## src/rtl/modadd_pkg.sv

```systemverilog
package modadd_pkg;

  typedef enum logic {
    PASS_FIRST  = 1'b0,
    PASS_SECOND = 1'b1
  } pass_e;

  localparam int MODE_PROBE = 0;
  localparam int MODE_EAC   = 1;

endpackage

```

## src/rtl/modadd_rst_sync.sv

```systemverilog
module modadd_rst_sync (
  input  logic clk,
  input  logic rst_n,
  output logic rst_sync_n
);

  logic stage1_q;
  logic stage2_q;

  always_ff @(posedge clk or negedge rst_n) begin
    if (!rst_n) begin
      stage1_q <= 1'b0;
      stage2_q <= 1'b0;
    end else begin
      stage1_q <= 1'b1;
      stage2_q <= stage1_q;
    end
  end

  assign rst_sync_n = stage2_q;

endmodule

```

## src/rtl/modadd_carry_adder.sv

```systemverilog
module modadd_carry_adder #(
  parameter int W = 32
) (
  input  logic [W-1:0] add_x,
  input  logic [W-1:0] add_y,
  input  logic         carry_in,
  output logic [W-1:0] add_sum,
  output logic         carry_out
);

  localparam int FULL_W = W + 1;

  logic [FULL_W-1:0] wide_sum;

  always_comb begin
    wide_sum  = {1'b0, add_x} + {1'b0, add_y} + {{W{1'b0}}, carry_in};
    add_sum   = wide_sum[W-1:0];
    carry_out = wide_sum[W];
  end

endmodule

```

## src/rtl/modadd_pass_ctrl.sv

```systemverilog
module modadd_pass_ctrl
  import modadd_pkg::*;
#(
  parameter int MODE = MODE_PROBE
) (
  input  logic clk,
  input  logic rst_n,
  input  logic carry_out,
  output logic carry_in,
  output logic take_sum,
  output logic pass_second,
  output logic slot_done
);

  pass_e pass_q, pass_d;
  logic  cout_q, cout_d;
  logic  done_q, done_d;
  logic  in_first;

  assign in_first    = (pass_q == PASS_FIRST);
  assign pass_second = (pass_q == PASS_SECOND);

  // The mode decides which carry-in the first pass uses and which carry
  // outcome ends the slot early.
  generate
    if (MODE == MODE_EAC) begin : g_eac
      assign carry_in = pass_second;
      assign take_sum = (in_first & ~carry_out) | (pass_second & cout_q);
    end else begin : g_probe
      assign carry_in = in_first;
      assign take_sum = (in_first & carry_out) | (pass_second & ~cout_q);
    end
  endgenerate

  always_comb begin
    pass_d = in_first ? PASS_SECOND : PASS_FIRST;
    cout_d = cout_q;
    if (in_first) begin
      cout_d = carry_out;
    end
    done_d = pass_second;
  end

  always_ff @(posedge clk or negedge rst_n) begin
    if (!rst_n) begin
      pass_q <= PASS_FIRST;
      cout_q <= 1'b0;
      done_q <= 1'b0;
    end else begin
      pass_q <= pass_d;
      cout_q <= cout_d;
      done_q <= done_d;
    end
  end

  assign slot_done = done_q;

endmodule

```

## src/rtl/modadd_result_reg.sv

```systemverilog
module modadd_result_reg #(
  parameter int W = 32
) (
  input  logic         clk,
  input  logic         rst_n,
  input  logic         load_en,
  input  logic [W-1:0] load_val,
  output logic [W-1:0] held_val
);

  logic [W-1:0] val_q, val_d;

  always_comb begin
    val_d = val_q;
    if (load_en) begin
      val_d = load_val;
    end
  end

  always_ff @(posedge clk or negedge rst_n) begin
    if (!rst_n) begin
      val_q <= '0;
    end else begin
      val_q <= val_d;
    end
  end

  assign held_val = val_q;

endmodule

```

## src/rtl/modadd_two_pass.sv

```systemverilog
module modadd_two_pass
  import modadd_pkg::*;
#(
  parameter int W    = 32,
  parameter int MODE = MODE_PROBE
) (
  input  logic         clk,
  input  logic         rst_n,
  input  logic [W-1:0] opnd_a,
  input  logic [W-1:0] opnd_b,
  output logic [W-1:0] sum_out,
  output logic         sum_valid
);

  logic         rst_sync_n;
  logic         carry_in;
  logic         carry_out;
  logic         take_sum;
  logic         pass_second;
  logic [W-1:0] pass_sum;

  modadd_rst_sync u_rst_sync (
    .clk        (clk),
    .rst_n      (rst_n),
    .rst_sync_n (rst_sync_n)
  );

  modadd_carry_adder #(.W(W)) u_adder (
    .add_x     (opnd_a),
    .add_y     (opnd_b),
    .carry_in  (carry_in),
    .add_sum   (pass_sum),
    .carry_out (carry_out)
  );

  modadd_pass_ctrl #(.MODE(MODE)) u_ctrl (
    .clk         (clk),
    .rst_n       (rst_sync_n),
    .carry_out   (carry_out),
    .carry_in    (carry_in),
    .take_sum    (take_sum),
    .pass_second (pass_second),
    .slot_done   (sum_valid)
  );

  modadd_result_reg #(.W(W)) u_result (
    .clk      (clk),
    .rst_n    (rst_sync_n),
    .load_en  (take_sum),
    .load_val (pass_sum),
    .held_val (sum_out)
  );

endmodule

```

## config.mk

```make
export PLATFORM = sky130hd
export DESIGN_NAME = modadd_two_pass
export DESIGN_NICKNAME = d
export VERILOG_FILES = /design/src/rtl/modadd_pkg.sv /design/src/rtl/modadd_rst_sync.sv /design/src/rtl/modadd_carry_adder.sv /design/src/rtl/modadd_pass_ctrl.sv /design/src/rtl/modadd_result_reg.sv /design/src/rtl/modadd_two_pass.sv
export SDC_FILE = /design/constraint.sdc
export NUM_CORES = 1
export LEC_CHECK = 0
export CAP_MARGIN = 0
export CORE_UTILIZATION = 51
export DETAILED_ROUTE_END_ITERATION = 10
export HOLD_SLACK_MARGIN = 0.06
export PLACE_DENSITY = 0.87
export SLEW_MARGIN = 15
export SYNTH_ARGS = -nofsm -noshare
export SYNTH_HDL_FRONTEND = slang
export SYNTH_SLANG_ARGS = --single-unit
```

## constraint.sdc

```tcl
create_clock -name clk -period 2.25 [get_ports clk]
set_input_delay 0.45 -clock clk [delete_from_list [all_inputs] [get_ports clk]]
set_output_delay 0.45 -clock clk [all_outputs]
set_load 0.01 [all_outputs]
```

==> results_dict.tcl, run 1 <==
set metrics [dict create \
    status "aborted with a tool error" \
    lastStage "5_1_grt" \
    error "[ERROR GRT-0232] Routing congestion too high. Check the congestion heatmap in the GUI." \
    clock_sinks 37 \
    synth_async_sr_flop_share 1.000 \
    cts_root_buf "clkbuf_8" \
    syn_area_um2 3138 \
    fp-row-count 28 \
    post_synth_num_cell_types 54 \
    place_hpwl_um 9192 \
    synth_nets 459 \
    ios 99 \
    io_buffer_count 98 \
    worst_endpoint "u_result.held_val[17]$_DFFE_PN0P_/D" \
    grt.total_usage 0.7062 \
    worst-ep-kind "register input" \
    ctsHtreeMaxLevel 2 \
    die_w_um 80.44 \
    initial_utilization 0.5300 \
    synthesis.instances 360 \
    holdBufCountCts 0 \
    die_height_um 80.44 \
    cts_buffer_depth 2 \
    numCtsBuffers 5 \
    yosys_warnings 0 \
    synth_edf_count 0 \
    grt_max_degree 36 \
    synth_area_per_cell_um2 8.717 \
    synth_seq_cells 37 \
    yosys_most_used_dff "dfrtp_1" \
    ys_seq_area_frac 0.2951 \
    grt_overflow 4 \
    dp.cells 632 \
    place_congestion 0.9523 \
]
## repair_timing
action / CTS
pin swaps: 18
setup endpoints to repair: 33
cloned: 0
resized for setup: 33
buffers inserted: 3
## logic make-up after synthesis
family | Yosys count | share of synthesized area
AO/OA/AOI/OAI | 137 | 0.2947
AND/OR/NAND/NOR | 105 | 0.1515
flip-flops | 37 | 0.2951
adder cells (fa/ha/maj) | 33 | 0.1364
XOR/XNOR | 26 | 0.07257
buffers and inverters | 19 | 0.04146
multiplexers | 2 | 0.007177
other | 1 | 0.001195
## synth_stat cells, types with 3 or more instances
library cell | number | area share
nand3_1 | 7 | 0.011
buf_2 | 5 | 0.0080
o21ai_0 | 16 | 0.026
ha_1 | 31 | 0.12
a211oi_1 | 4 | 0.0096
buf_6 | 6 | 0.022
o21ai_1 | 30 | 0.048
dfrtp_1 | 37 | 0.30
a21o_1 | 11 | 0.026
a21o_2 | 5 | 0.014
nor2b_1 | 5 | 0.010
o31ai_1 | 4 | 0.0096
o211ai_1 | 3 | 0.0072
nand2_1 | 57 | 0.068
nand4_1 | 5 | 0.010
o21bai_1 | 3 | 0.0072
inv_1 | 5 | 0.0060
nor3_1 | 3 | 0.0048
o21a_1 | 4 | 0.0096
a21oi_1 | 32 | 0.051
a211o_1 | 3 | 0.0084
xnor2_1 | 16 | 0.045
a41oi_1 | 3 | 0.0084
nand2b_1 | 3 | 0.0060
nor2_1 | 15 | 0.018
xor2_1 | 10 | 0.028
## stage by stage
step,area [um2],util,TNS (ns),setup WS (ns)
2_1_floorplan,3182,-,-13.80,-0.5914
3_3_place_gp,5025,0.8487,-35.32,-1.127
3_5_place_dp,5025,0.8487,-39.38,-1.250
4_1_cts,5225,0.8825,-14.37,-0.4881
## layer usage
metal / global-route usage / overflow
met5: 0.1455 / 0
met3: 0.5341 / 0
met1: 0.7180 / 0
met4: 0.6571 / 4
met2: 0.8958 / 0
==> inputs of run 2 (changes only) <==
Settings changed: CORE_UTILIZATION 51 to 40, HOLD_SLACK_MARGIN 0.06 to default, PLACE_DENSITY 0.87 to default, PLACE_DENSITY_LB_ADDON from default to 0.15.
==> run 2 against run 1 <==
Net effect: the flow now finishes, with violations (setup timing); synthesized area unchanged; synthesized cell count unchanged.
==> results_dict.tcl, run 2 <==
set metrics [dict create \
    clk_pin_slew_ns 0.09 \
    coreArea_um2 7408 \
    grt_overflow 0 \
    synth_seq_cells 37 \
    syn_area_um2 3138 \
    grt_max_degree 36 \
    ctsHtreeMaxLevel 2 \
    area_delta_synth_final_pct 76.16 \
    yosys_most_used_dff "dfrtp_1" \
    synth_nets 459 \
    synth_top_area_share 0.2951 \
    ys_seq_area_frac 0.2951 \
    maxCapViolCount 0 \
    drt-met1-wl_um 4492 \
    highest_layer "met4" \
    yosys_warnings 0 \
    numCtsBuffers 5 \
    hold_class "register to async pin" \
    mostFrequentLayoutCells "buf_4 (128), clkdlybuf4s50_1 (94), nand2_1 (47), dfrtp_1 (37)" \
    instances_no_fill 691 \
    worst_setup_path_start_kind "register" \
    rsz0062_at_grt "true" \
    fp-row-count 31 \
    r2r-end "u_result.held_val[26]" \
    wl_met3_um 565 \
    end_kind "register" \
    grt_pass1_vias 3613 \
    violations "setup timing" \
    finish.utilization 0.7462 \
    final_common_cell "buf_4" \
    place_congestion 0.9038 \
    synthTopCellsByCount "nand2_1 (57), dfrtp_1 (37), a21oi_1 (32), ha_1 (31), o21ai_1 (30)" \
    fin_ws_ns -0.5803 \
    io_buffer_count 98 \
    grt_pass1_wl_um 16810 \
    largest_reg_flops 32 \
    min_period_ns 2.830 \
    r2r_slack_ns -0.58 \
    ios 99 \
    ir_drop_v 0.0002862 \
    power-per-cell-area_nw_per_um2 600.5 \
    cp.required_ns 2.47 \
    first_iter_violations 187 \
    post_synth_num_cell_types 54 \
    synthesis.instances 360 \
    die_w_um 90.57 \
    slew_viol_final 0 \
    power.switching_w 0.001144 \
    synth_largest_area_cell "dfrtp_1" \
    fmax_mhz 353.3 \
    cts_root_buf "clkbuf_8" \
    drtPass1Iterations 5 \
    wl_per_cell_um 15.15 \
    crit_type "register to register" \
    setup_viol 33 \
    crit_path_max_fanout 8 \
    post-route-period-util 1.258 \
    drive_gt1_frac 0.3311 \
    fin_skew_ns 0.008116 \
    die_area_um2 8203 \
    reg2reg_depth 14 \
    p_comb_frac 0.534 \
    vias_per_cell 5.287 \
    p_int_w 0.002176 \
    grt.total_usage 0.2540 \
    wl_met2_um 5209 \
    power_frac_seq 0.284 \
    synth_most_common_cell "nand2_1" \
    place_hpwl_um 7979 \
    synth_async_sr_flop_share 1.000 \
    cts_buffer_depth 2 \
    leakage_nw 2.535 \
    cts_tree "built" \
    place_ws_ns -1.331 \
    drtAntennaViolNets 0 \
    arrival_ns 3.05 \
    clock_sinks 37 \
    drc 0 \
    p_sw_frac 0.3446 \
    diodes 0 \
    antenna_found_initial 0 \
    synthTopCellsByArea "dfrtp_1 (30%), ha_1 (12%), nand2_1 (6.8%)" \
    nets 690 \
    initial_utilization 0.4236 \
    via_count 3653 \
    clk_latency_ns 0.30 \
    wirelength_um 10470 \
    dp.cells 667 \
    synth_area_per_cell_um2 8.717 \
    status "finished, violations left" \
    holdBufCountCts 0 \
    die_height_um 90.57 \
    synth_edf_count 0 \
    hold_viol_final 0 \
    clkPwrFrac 0.182 \
    worstReg2RegStart "u_ctrl.pass_second" \
]
## run 2: cell counts after synthesis
Identical to the previous run, type by type.
## run 2: kinds of logic after synthesis
logic type | after synthesis | synth area share
adder cells (fa/ha/maj) | 33 | 0.1364
other | 1 | 0.001195
AO/OA/AOI/OAI | 137 | 0.2947
buffers and inverters | 19 | 0.04146
AND/OR/NAND/NOR | 105 | 0.1515
XOR/XNOR | 26 | 0.07257
multiplexers | 2 | 0.007177
flip-flops | 37 | 0.2951
## run 2: per-stage QoR
stage	TNS, ns	hold WS [ns]	cell area, um2	power, W
finish	-15.91	0.2966	5528	0.003320
global route	-19.95	0.3090	5528	0.003504
CTS	-15.57	0.2982	5421	0.003272
detailed placement	-40.11	0.2985	5112	0.002549
global placement	-35.26	0.2983	5112	0.002511
floorplan	-13.80	0.1544	3182	0.001668
## run 2: critical path, stage by stage, from the launching register on
cell       delay [ns]
dfrtp_1          0.41
fa_2             0.24
inv_2            0.04
fa_2             0.35
a211oi_2         0.21
o21bai_1         0.11
o22a_1           0.23
a21bo_2          0.24
a21oi_4          0.19
a2bb2oi_4        0.18
buf_6            0.18
buf_4            0.13
buf_4            0.10
nand2_1          0.06
o21ai_1          0.09
## run 2: layout make-up
class                           instances  area, um2
Timing Repair Buffer                  238       2147
Clock buffer                            5      68.82
Clock inverter                          3      46.29
Sequential cell                        37      925.9
Multi-Input combinational cell        304       2180
Fill cell                             542       1881
Tap cell                               99      123.9
Inverter                                5      36.28
## run 2: layer usage
layer | global-route usage | vias to the layer above
met5 | 0 | -
met1 | 0.3132 | 1709
met3 | 0.04125 | 23
met2 | 0.4602 | 140
li1 | - | 1781
met4 | 0.05645 | 0
## run 2: worst max-delay path by stage
stage	start	endpoint	slack (ns)	cells after the start
floorplan	opnd_b[0]	u_result.held_val[19]	-0.59	12
global placement	opnd_b[0]	u_result.held_val[30]	-1.24	14
detailed placement	opnd_b[0]	u_result.held_val[30]	-1.33	14
CTS	u_ctrl.pass_second	u_result.held_val[22]	-0.55	13
global route	u_ctrl.pass_second	u_result.held_val[26]	-0.70	14
finish	u_ctrl.pass_second	u_result.held_val[26]	-0.58	14
## run 2: power by group through the flow
stage | clock network [W] | registers (W) | logic [W]
after global placement | 0 | 0.000943 | 0.00157
after detailed placement | 0 | 0.000947 | 0.00160
after CTS | 0.000613 | 0.000942 | 0.00172
after floorplan | 0 | 0.00101 | 0.000655
after global routing | 0.000631 | 0.000966 | 0.00191
final | 0.000603 | 0.000944 | 0.00177
## run 2: timing repair
action / 4_1_cts / 5_1_grt
pin swaps: 22 / 11
setup endpoints to repair: 33 / 33
cloned: 3 / 1
resized for setup: 34 / 9
buffers inserted: 6 / 8
(Power assumes the default switching activity.)
==> inputs of run 3 (changes only) <==
Clock period 2.25 ns to 3.13 ns, I/O delays scaled along.
==> run 3 against run 2 <==
Net effect: the flow now finishes without violations; combinational power is 39% lower; first-iteration DRC count is 34% lower; total power is 38% lower; count of clock-buffer cells in the layout stayed put; critical path type is now primary input to register.
==> results_dict.tcl, run 3 (synthesis results as in run 2) <==
set metrics [dict create \
    cts_tree "built" \
    fp-row-count 31 \
    fin_skew_ns 0.008092 \
    first_iter_violations 124 \
    highest_layer "met4" \
    die_area_um2 8203 \
    die_height_um 90.57 \
    fmax_mhz 330.1 \
    arrival_ns 3.20 \
    crit_type "primary input to register" \
    grt_max_degree 36 \
    final_common_cell "clkdlybuf4s50_1" \
    nets 606 \
    maxCapViolCount 0 \
    place_congestion 0.9059 \
    ir_drop_v 0.0002116 \
    die_w_um 90.57 \
    initial_utilization 0.4236 \
    wl_per_cell_um 14.43 \
    vias_per_cell 5.266 \
    diodes 0 \
    drtAntennaViolNets 0 \
    post-route-period-util 0.9679 \
    grt_pass1_wl_um 14840 \
    via_count 3186 \
    drc 0 \
    end_kind "register" \
    worst_setup_path_start_kind "primary input" \
    reg2reg_depth 11 \
    wl_met2_um 4166 \
    clk_pin_slew_ns 0.07 \
    hold_class "register to async pin" \
    place_hpwl_um 7220 \
    status "finished clean" \
    grt.total_usage 0.2200 \
    slew_viol_final 0 \
    cts_buffer_depth 2 \
    grt_pass1_vias 3141 \
    wl_met3_um 370 \
    mostFrequentLayoutCells "clkdlybuf4s50_1 (95), nand2_1 (57), buf_4 (50), dfrtp_1 (37)" \
    numCtsBuffers 5 \
    largest_reg_flops 32 \
    tns_ns 0 \
    leakage_nw 2.073 \
    cts_root_buf "clkbuf_8" \
    drt-met1-wl_um 4147 \
    r2r-end "u_result.held_val[1]" \
    place_ws_ns -0.5340 \
    clock_sinks 37 \
    grt_overflow 0 \
    instances_no_fill 605 \
    setup_viol 0 \
    cp.required_ns 3.30 \
    coreArea_um2 7408 \
    clk_latency_ns 0.28 \
    drive_gt1_frac 0.1838 \
    dp.cells 589 \
    ctsHtreeMaxLevel 2 \
    drtPass1Iterations 4 \
    min_period_ns 3.030 \
    wirelength_um 8729 \
    fin_ws_ns 0.1004 \
    crit_path_max_fanout 9 \
    hold_viol_final 0 \
    io_buffer_count 98 \
    ios 99 \
    antenna_found_initial 0 \
    power-per-cell-area_nw_per_um2 434.0 \
    area_delta_synth_final_pct 50.64 \
    worstReg2RegStart "u_ctrl.pass_second" \
    r2r_slack_ns 0.28 \
]
==> run 3: what timing repair did <==
action                     4_1_cts  5_1_grt
gates resized for setup         19        3
setup endpoints to repair       32       17
hold buffers                     0        0
buffers inserted                 5        4
pin swaps                       12       10
cloned                           0        1
==> run 3: worst max path at each step <==
| stage | end | from | slack [ns] | cells past startpoint |
|---|---|---|---|---|
| finish | u_result.held_val[1] | opnd_a[0] | 0.10 | 13 |
| global route | u_result.held_val[29] | opnd_b[1] | -0.02 | 12 |
| CTS | u_result.held_val[1] | opnd_a[0] | 0.14 | 13 |
| detailed placement | u_result.held_val[30] | opnd_a[0] | -0.53 | 14 |
| global placement | u_result.held_val[30] | opnd_a[0] | -0.49 | 14 |
| floorplan | u_result.held_val[19] | opnd_a[0] | 0.002 | 12 |
==> run 3: worst max-delay path, cell delays in order <==
cell and delay [ns]:
dlygate4sd2_1 0.24, inv_2 0.06, fa_2 0.21, inv_2 0.04
fa_2 0.34, a211oi_2 0.23, o21bai_1 0.13, o22a_1 0.21
a21bo_2 0.26, a21oi_4 0.22, a2bb2oi_4 0.17, buf_12 0.15
mux2_4 0.30
==> run 3: metrics by stage <==
step	util	power [W]	cell area [um2]	hold WS [ns]
final	0.6381	0.002051	4727	0.2883
after global routing	0.6381	0.002188	4727	0.3455
after CTS	0.6298	0.002044	4666	0.3106
after detailed placement	0.6060	0.001701	4489	0.3048
after global placement	0.6060	0.001683	4489	0.3058
after floorplan	-	0.001185	3141	0.3304
==> run 3: per-layer routing <==
| layer | vias to the layer above | GRT usage |
|---|---|---|
| met4 | 0 | 0.03091 |
| met2 | 81 | 0.3510 |
| met1 | 1493 | 0.3211 |
| met5 | - | 0 |
| met3 | 6 | 0.03030 |
| li1 | 1606 | - |
==> run 3: area by class of cell <==
type,instances,area (um2)
Clock buffer,5,68.82
Clock inverter,1,5.005
Fill cell,652,2681
Inverter,5,18.77
Multi-Input combinational cell,304,2122
Sequential cell,37,925.9
Tap cell,99,123.9
Timing Repair Buffer,154,1463
==> run 3: report_power, final <==
| group | internal (W) | switching [W] |
|---|---|---|
| combinational | 0.000597 | 0.000479 |
| clock | 0.000147 | 0.000158 |
| sequential | 0.000597 | 0.0000733 |
| total | 0.00134 | 0.000711 |
